## src/rtl/i2c_cmd_master.sv

```systemverilog
`timescale 1ns/1ps
module i2c_cmd_master #(
  parameter int BRG_W = 8
) (
  input  logic             clk,
  input  logic             rst_n,
  input  logic             brg_we,
  input  logic [BRG_W-1:0] brg_wdata,
  output logic [BRG_W-1:0] brg_q,
  input  logic             tx_we,
  input  logic [7:0]       tx_wdata,
  output logic [7:0]       tx_q,
  input  logic             rx_re,
  output logic [7:0]       rx_q,
  input  logic             go_start,
  input  logic             go_restart,
  input  logic             go_stop,
  input  logic             go_recv,
  input  logic             go_ack,
  input  logic             ack_level,
  input  logic             flag_clr,
  output logic             start_pend,
  output logic             restart_pend,
  output logic             stop_pend,
  output logic             recv_pend,
  output logic             ack_pend,
  output logic             nack_seen,
  output logic             tx_active,
  output logic             tx_full,
  output logic             rx_full,
  output logic             wr_clash,
  output logic             rx_overrun,
  output logic             bus_clash,
  output logic             scl_oe,
  output logic             sda_oe,
  input  logic             scl_i,
  input  logic             sda_i
);
  typedef enum logic [2:0] {OP_IDLE, OP_START, OP_RSTART, OP_STOP, OP_TX, OP_RX, OP_ACK} op_t;

  op_t              op;
  logic [1:0]       ph;
  logic [3:0]       bitn;
  logic [BRG_W-1:0] cnt;
  logic [7:0]       sh;
  logic             scl_rel, sda_rel, ack_bit;

  logic idle, stretch, tick, any_go, tx_ok, drv, last, watch;

  assign idle    = (op == OP_IDLE);
  assign stretch = scl_rel & ~scl_i;
  assign tick    = ~idle & (cnt == '0) & ~stretch;
  assign any_go  = go_start | go_restart | go_stop | go_recv | go_ack;
  assign tx_ok   = tx_we & idle & ~any_go;
  assign drv     = (op == OP_TX) ? (bitn[3] | sh[7]) : (op == OP_ACK) ? ack_bit : 1'b1;
  assign last    = (op == OP_TX) ? bitn[3] : (op == OP_RX) ? (bitn == 4'd7) : 1'b1;
  assign watch   = ((op == OP_TX) & ~bitn[3]) | (op == OP_ACK);

  assign start_pend   = (op == OP_START);
  assign restart_pend = (op == OP_RSTART);
  assign stop_pend    = (op == OP_STOP);
  assign recv_pend    = (op == OP_RX);
  assign ack_pend     = (op == OP_ACK);
  assign tx_active    = (op == OP_TX);
  assign scl_oe       = ~scl_rel;
  assign sda_oe       = ~sda_rel;

  always_ff @(posedge clk or negedge rst_n) begin
    if (!rst_n) begin
      op <= OP_IDLE;  ph <= '0;  bitn <= '0;  cnt <= '0;  sh <= '0;
      scl_rel <= 1'b1;  sda_rel <= 1'b1;  ack_bit <= 1'b1;
      brg_q <= '0;  tx_q <= 8'hFF;  rx_q <= '0;
      nack_seen <= 1'b0;  tx_full <= 1'b0;  rx_full <= 1'b0;
      wr_clash <= 1'b0;  rx_overrun <= 1'b0;  bus_clash <= 1'b0;
    end else begin
      if (brg_we) brg_q <= brg_wdata;
      if (idle || tick) cnt <= brg_q;
      else if (!stretch) cnt <= cnt - BRG_W'(1);

      if (flag_clr) begin
        wr_clash <= 1'b0;  rx_overrun <= 1'b0;  bus_clash <= 1'b0;
      end
      if (rx_re) rx_full <= 1'b0;
      if (tx_we && !tx_ok) wr_clash <= 1'b1;

      if (idle) begin
        ph <= '0;
        bitn <= '0;
        if (go_start)        op <= OP_START;
        else if (go_restart) op <= OP_RSTART;
        else if (go_stop)    op <= OP_STOP;
        else if (go_recv)    op <= OP_RX;
        else if (go_ack) begin
          op <= OP_ACK;
          ack_bit <= ack_level;
        end else if (tx_we) begin
          op <= OP_TX;
          tx_q <= tx_wdata;
          sh <= tx_wdata;
          tx_full <= 1'b1;
        end
      end else if (tick) begin
        case (op)
          OP_START: begin
            if (ph == 2'd0) sda_rel <= 1'b0;
            else begin scl_rel <= 1'b0; op <= OP_IDLE; end
            ph <= ph + 2'd1;
          end
          OP_RSTART: begin
            case (ph)
              2'd0: sda_rel <= 1'b1;
              2'd1: scl_rel <= 1'b1;
              2'd2: sda_rel <= 1'b0;
              default: begin scl_rel <= 1'b0; op <= OP_IDLE; end
            endcase
            ph <= ph + 2'd1;
          end
          OP_STOP: begin
            case (ph)
              2'd0: sda_rel <= 1'b0;
              2'd1: scl_rel <= 1'b1;
              default: begin sda_rel <= 1'b1; op <= OP_IDLE; end
            endcase
            ph <= ph + 2'd1;
          end
          OP_TX, OP_RX, OP_ACK: begin
            case (ph)
              2'd0: begin sda_rel <= drv; ph <= 2'd1; end
              2'd1: begin scl_rel <= 1'b1; ph <= 2'd2; end
              default: begin
                scl_rel <= 1'b0;
                ph <= 2'd0;
                bitn <= bitn + 4'd1;
                if (watch && sda_rel && !sda_i) bus_clash <= 1'b1;
                if (op == OP_TX && !bitn[3]) sh <= {sh[6:0], 1'b0};
                if (op == OP_TX && bitn == 4'd7) tx_full <= 1'b0;
                if (op == OP_TX && bitn[3]) nack_seen <= sda_i;
                if (op == OP_RX) sh <= {sh[6:0], sda_i};
                if (op == OP_RX && bitn == 4'd7) begin
                  rx_q <= {sh[6:0], sda_i};
                  rx_full <= 1'b1;
                  if (rx_full && !rx_re) rx_overrun <= 1'b1;
                end
                if (last) op <= OP_IDLE;
              end
            endcase
          end
          default: op <= OP_IDLE;
        endcase
      end
    end
  end
endmodule

```

## config.mk

```make
export PLATFORM = sky130hd
export DESIGN_NAME = i2c_cmd_master
export DESIGN_NICKNAME = d
export VERILOG_FILES = /design/src/rtl/i2c_cmd_master.sv
export SDC_FILE = /design/constraint.sdc
export NUM_CORES = 1
export LEC_CHECK = 0
export BUFFER_PORTS_ARGS = -buffer_cell sky130_fd_sc_hd__buf_2
export CORE_MARGIN = 2
export CORE_UTILIZATION = 30
export DETAILED_ROUTE_END_ITERATION = 8
export GPL_TIMING_DRIVEN = 0
export HOLD_SLACK_MARGIN = 0.1
export PLACE_DENSITY = 0.52
export SLEW_MARGIN = 20
export SYNTH_ARGS = -nofsm -noshare
export SYNTH_HDL_FRONTEND = slang
export SYNTH_SLANG_ARGS = --single-unit
```

## constraint.sdc

```tcl
create_clock -name clk -period 2.3 [get_ports clk]
set_clock_uncertainty 0.05 [all_clocks]
set_input_delay 0.23 -clock clk [delete_from_list [all_inputs] [get_ports clk]]
set_output_delay 0.23 -clock clk [all_outputs]
set_load 0.01 [all_outputs]
```

==> Yosys cells after proc, flatten, opt, wreduce, memory -nomap -nowiden <==
Index checks and enable logic that the tools add are counted.
{ "word_totals": {"register_bits": 58, "elab_cells": 197} }
{ "classes": {"addsub": 3, "n_eq_ne": 31, "mux": 82, "bitwise": 25, "reduce_logical": 39} }
{ "op_table": {"columns": ["cell", "count"], "rows": [
  ["$mux 8", 14],
  ["$mux 1", 40],
  ["$mux 3", 13],
  ["$reduce_and 7->1", 4],
  ["$ne 2x2->1 const B", 11],
  ["$reduce_and 10->1", 2],
  ["$mux 4", 4],
  ["$not 1->1", 13],
  ["$pmux 3 s4", 1],
  ["$reduce_and 5->1", 2],
  ["$eq 3x3->1 const B", 3],
  ["$ne 3x3->1 const B", 3],
  ["$reduce_or 3->1", 3],
  ["$logic_and 1x1->1", 8],
  ["$logic_not 8->1", 1],
  ["$ne 2x1->1 const B", 4],
  ["$pmux 1 s2", 4],
  ["$pmux 1 s4", 2],
  ["$pmux 2 s2", 2],
  ["$reduce_bool 2->1", 4],
  ["$sub 8x1->8 const B", 1],
  ["$ne 7x7->1 const B", 1],
  ["$and 1x1->1", 6],
  ["$eq 3x2->1 const B", 2],
  ["other kinds (20)", 32]
]} }

==> Longest topological paths before layout <==
{ "depth": {"ltp_word": 10, "mapped_depth": 8, "depth_no_buf": 7} }

==> Worst setup path after synthesis <==
Ideal clock, no wire load.
{ "synth_timing": {"kind": "reg2reg", "from": "reg cnt[2]", "to": "reg sh[0]", "arrival_time_ps": 2098, "path_slack_ps": 27, "stages_incl_launch_ff": 6, "path_cell_list": "dfrtp_1 > or3_4 > nor4_4 > a21boi_2 > a2111oi_4 > mux2_2"} }
{ "synth_between": {"elab_chain_len": 5} }
{ "synth_rtl": {"columns": ["element", "line", "text"], "rows": [
  ["from (decl)", "44", "logic [BRG_W-1:0] cnt;"],
  ["from (signal assigned)", "77", "if (idle || tick) cnt <= brg_q;"],
  ["from (signal assigned)", "78", "else if (!stretch) cnt <= cnt - BRG_W'(1);"],
  ["$logic_not 8->1", "52", "assign tick = ~idle & (cnt == '0) & ~stretch;"],
  ["$and 1x1->1 (2 in series)", "52", null],
  ["$reduce_bool 2->1 (no source line)", null, null],
  ["$reduce_and 10->1 (no source line)", null, null],
  ["to (signal assigned)", "99", "sh <= tx_wdata;"],
  ["to (signal assigned)", "135", "if (op == OP_TX && !bitn[3]) sh <= {sh[6:0], 1'b0};"],
  ["to (signal assigned)", "138", "if (op == OP_RX) sh <= {sh[6:0], sda_i};"],
  ["to (decl)", "45", "logic [7:0] sh;"]
]} }
No other way between the ends.
A chain may end at the register's enable or synchronous reset.

==> Worst setup path in the final report <==
{ "layout_timing": {"from": "reg cnt[4]", "to": "reg sh[0]"} }
Same word-level chain as after synthesis.

==> metrics.txt <==
status=finished, final reports clean; CP max-delay cell=nor4_4; Port Buffers=66; routability cong.=0.832; htree depth=3; ANT nets after route=0; first-pass GRT wire length=roughly 13,000 um; CTS buffer count=9; final worst path period share=between 90% and 100%; Longest Clk Path Bufs=2; top post-synthesis cells by area=dfrtp_1, mux2_2, dfstp_2; CTS tree=yes; # DRC=0; gr ovfl total=0; Hold Path Cell Cnt=3; Slew Limit Fails=0; placed cells=just under 500; Synth async-reset ratio=100%; area share of the largest cell type after synthesis=39.3%; Pre-antenna DRT Iters=4; DRT iter0 DRCs=approximately 110; FF-to-FF setup slack=0.03 ns; Primary FF master, synth=dfrtp_1; vias in the first global route=between 2,000 and 3,000; Worst EP required=about 2.5 ns; max-cap violations=0; crit end category=flop; total wire length=7460 um; PwrDens=871 nW/um2; RSZ-0062 raised after global routing=true; Row Count=36; Yosys reg bits=58; number of fillers in the final layout=between 900 and 1,000; internal power=about 2.3 mW; Arrival @ worst endpoint=approximately 2.4 ns; total core area=between 9000 and 10,000 um2; post-synthesis sequential area ratio=49.0%; Die Span Y=approximately 100 um; total power=approximately 3.5 mW; area occupied by multi-input gates=~1500 um2; part of the power in combinational logic=33.7%; Clock power frac=29.0%; Crit path max-delay family=simple AND/OR/NAND/NOR gates; Detail Placement HPWL=between 5000 and 6000 um; syn avg cell area=10.4 um2; fin nets=around 430; CP max stage delay=roughly 0.44 ns; Synth warnings=0; switching power=1.22 mW; peak supply drop=0.371 mV; clock slew seen by the registers of the worst setup and hold paths=0.07 ns; Worst Hold Path EP=rx_full$_DFF_PN0_; min Tclk post-route=approximately 2.3 ns; Yosys top cell by area=dfrtp_1; Net Count, Synth=326; CP Cell Sequence=or3_4 -> nor4_4 -> a21boi_2 -> a2111oi_4 -> buf_6 -> mux2_4; die area=around 11,000 um2; Starting Density=a little over 30%; Seq. cell area=~1500 um2; FF-to-FF Start=cnt[4]$_DFFE_PN0P_; Sw Share=between 30% and 40%; post-synthesis cell count=~290; endpoints failing setup=0; Vias per Instance=about 4.7; routed length per instance=roughly 14 um; hold violation total from the final report=0; fmax=440 MHz; EDFF count, synth=0; hold_sp=rx_re; share of layout cells above drive strength 1=39.6%; Worst setup SP type=flop; Vias=about 2,500; Syn-to-layout area delta=35.6%; initial antenna violation count=0; clock sinks=slightly below 60; Critical R2R Capture=sh[0]$_DFFE_PN0P_; die width=about 100 um; n_diodes=0; Worst-Margin Slew=between 0.7 and 0.8 ns; largest net degree at the start of global routing=59; Cell variety after synth=44; LEAKAGE=between 1.5 and 2 nW; kind of critical path=reg2reg; Cell Area, Synth=~3000 um2; worst hold-check path type=in2reg; Clock Latency Late Sink=between 0.3 and 0.4 ns; Slew headroom=between 50% and 60%; gr usage total=between 10% and 20%; # IOs=around 70; Reg power frac=approximately 37%; Reg2Reg Depth=6; Root Buffer=clkbuf_8; Cell Count, Final, Fillers Out=between 500 and 600; Crit path buffers/inverters=1; critical path peak fanout=8
==> area by class of cell <==
cell class	count	share of cell area, %
sequential	58	36.1
clock inverter	7	2.31
inverter	13	1.20
buffer	11	1.11
timing repair buffer	96	15.0
multi-input combinational	205	37.1
tap	133	4.10
clock buffer	9	3.05
==> how the worst max path moves through the flow <==
stage | start | to | slack, ns | cells after the start
6_report | cnt[4]$_DFFE_PN0P_ | sh[0]$_DFFE_PN0P_ | 0.03 | 6
5_1_grt | cnt[4]$_DFFE_PN0P_ | sh[0]$_DFFE_PN0P_ | -0.05 | 6
4_1_cts | scl_rel$_DFFE_PN1P_ | cnt[4]$_DFFE_PN0P_ | -0.1 | 7
3_5_place_dp | ph[0]$_DFFE_PN0P_ | tx_full$_DFFE_PN0P_ | -0.34 | 7
3_3_place_gp | ph[0]$_DFFE_PN0P_ | tx_full$_DFFE_PN0P_ | -0.37 | 7
2_1_floorplan | cnt[2]$_DFFE_PN0P_ | sh[0]$_DFFE_PN0P_ | 0.03 | 5
==> registers in the layout, summed over array words and instances (netlist names) <==
register / flops
rx_q: 8
nack_seen: 1
cnt: 8
tx_q: 8
bus_clash: 1
rx_overrun: 1
sh: 8
op: 3
wr_clash: 1
ph: 2
bitn: 4
sda_rel: 1
brg_q: 8
rx_full: 1
scl_rel: 1
ack_bit: 1
tx_full: 1
==> metrics by stage <==
step	setup slack [ns]	util [%]	hold slack [ns]	TNS [ns]	instance area, um2
3_3_place_gp	-0.369	35.9	0.413	-5.34	3490
4_1_cts	-0.0993	41.0	0.104	-1.50	3990
3_5_place_dp	-0.336	35.9	0.299	-5.21	3490
2_1_floorplan	0.0274	-	-0.116	0	2990
5_1_grt	-0.0518	41.7	0.117	-0.395	4060
6_report	0.0264	41.7	0.124	0	4060
==> tightest hold or removal path: cells and delay by family <==
| kind | cells | cell delay, ns |
|---|---|---|
| buf+inv | 1 | 0.07 |
| simple gates | 2 | 0.16 |
==> cells in the final DEF (no fill, tap or decap), drive strengths merged, types with 2 or more instances in the layout <==
master	instances
a2111oi	2
a21oi	12
a22o	2
and3	3
buf	77
bufinv	2
clkbuf	20
clkinv	4
clkinvlp	2
dfrtp	47
dfstp	11
dlygate4sd3	19
ha	8
inv	12
mux2	37
mux2i	2
nand2	39
nand2b	6
nand3	5
nand3b	2
nor2	22
nor2b	6
nor3	8
nor4	3
o21ai	14
o221ai	2
o22ai	2
o2bb2ai	3
o311ai	2
o31ai	2
or3	4
xnor2	4
xor2	4
==> cell usage after synthesis, types with 2 or more instances <==
library cell  count
o31ai_1           2
nor3_1            8
inv_1            12
dfrtp_1          47
o221ai_1          2
a21oi_1          12
xor2_1            4
o2bb2ai_1         3
and3_1            3
mux2i_1           2
nor4_1            2
or3_1             3
nand2_1          39
nor2b_1           6
o22ai_1           2
nand3b_1          2
xnor2_1           4
o311ai_0          2
mux2_2           37
o21ai_0          14
ha_1              8
nand3_1           5
nand2b_1          6
nor2_1           22
a22o_1            2
clkbuf_1         11
dfstp_2          11
==> logic make-up (layout without fill, tap and decap cells) <==
kind of cell               after synthesis  in the layout  synth area share, %
and+or+nand+nor                        103            103                 16.8
DFF                                     58             58                 49.0
AOI/OAI and AO/OA                       47             47                 10.8
muxes                                   39             39                 14.6
buffers and inverters                   25            136                 3.14
adders and majority gates                8              8                 3.34
xor gates and xnor gates                 8              8                 2.34
==> power groups by stage <==
stage	sequential [mW]	combinational (mW)	clock (mW)
floorplan	1.33	0.762	0
global placement	1.33	1.08	0
detailed placement	1.34	1.08	0
CTS	1.31	1.14	1.06
global route	1.34	1.33	1.11
finish	1.32	1.19	1.03
==> per-layer routing <==
metal  GRT usage [%]  wire length (um)  share of wire, %  up-vias
li1                -                 -                 -     1220
met1            19.3              3450                46     1210
met2            23.4              3670                49       47
met3            3.01               255               3.4        5
met4            5.50                79               1.1        0
met5               0                 0                 0        -
==> repair_timing <==
action | in CTS | in global routing
endpoints found under the setup margin | 30 | 38
pin swaps | 3 | 4
gates cloned | 0 | 0
setup buffers | 8 | 3
hold endpoints to repair | 65 | 0
hold buffers | 19 | 0
gates resized for setup | 9 | 16
Note: power is estimated with default switching activity, not from simulation.
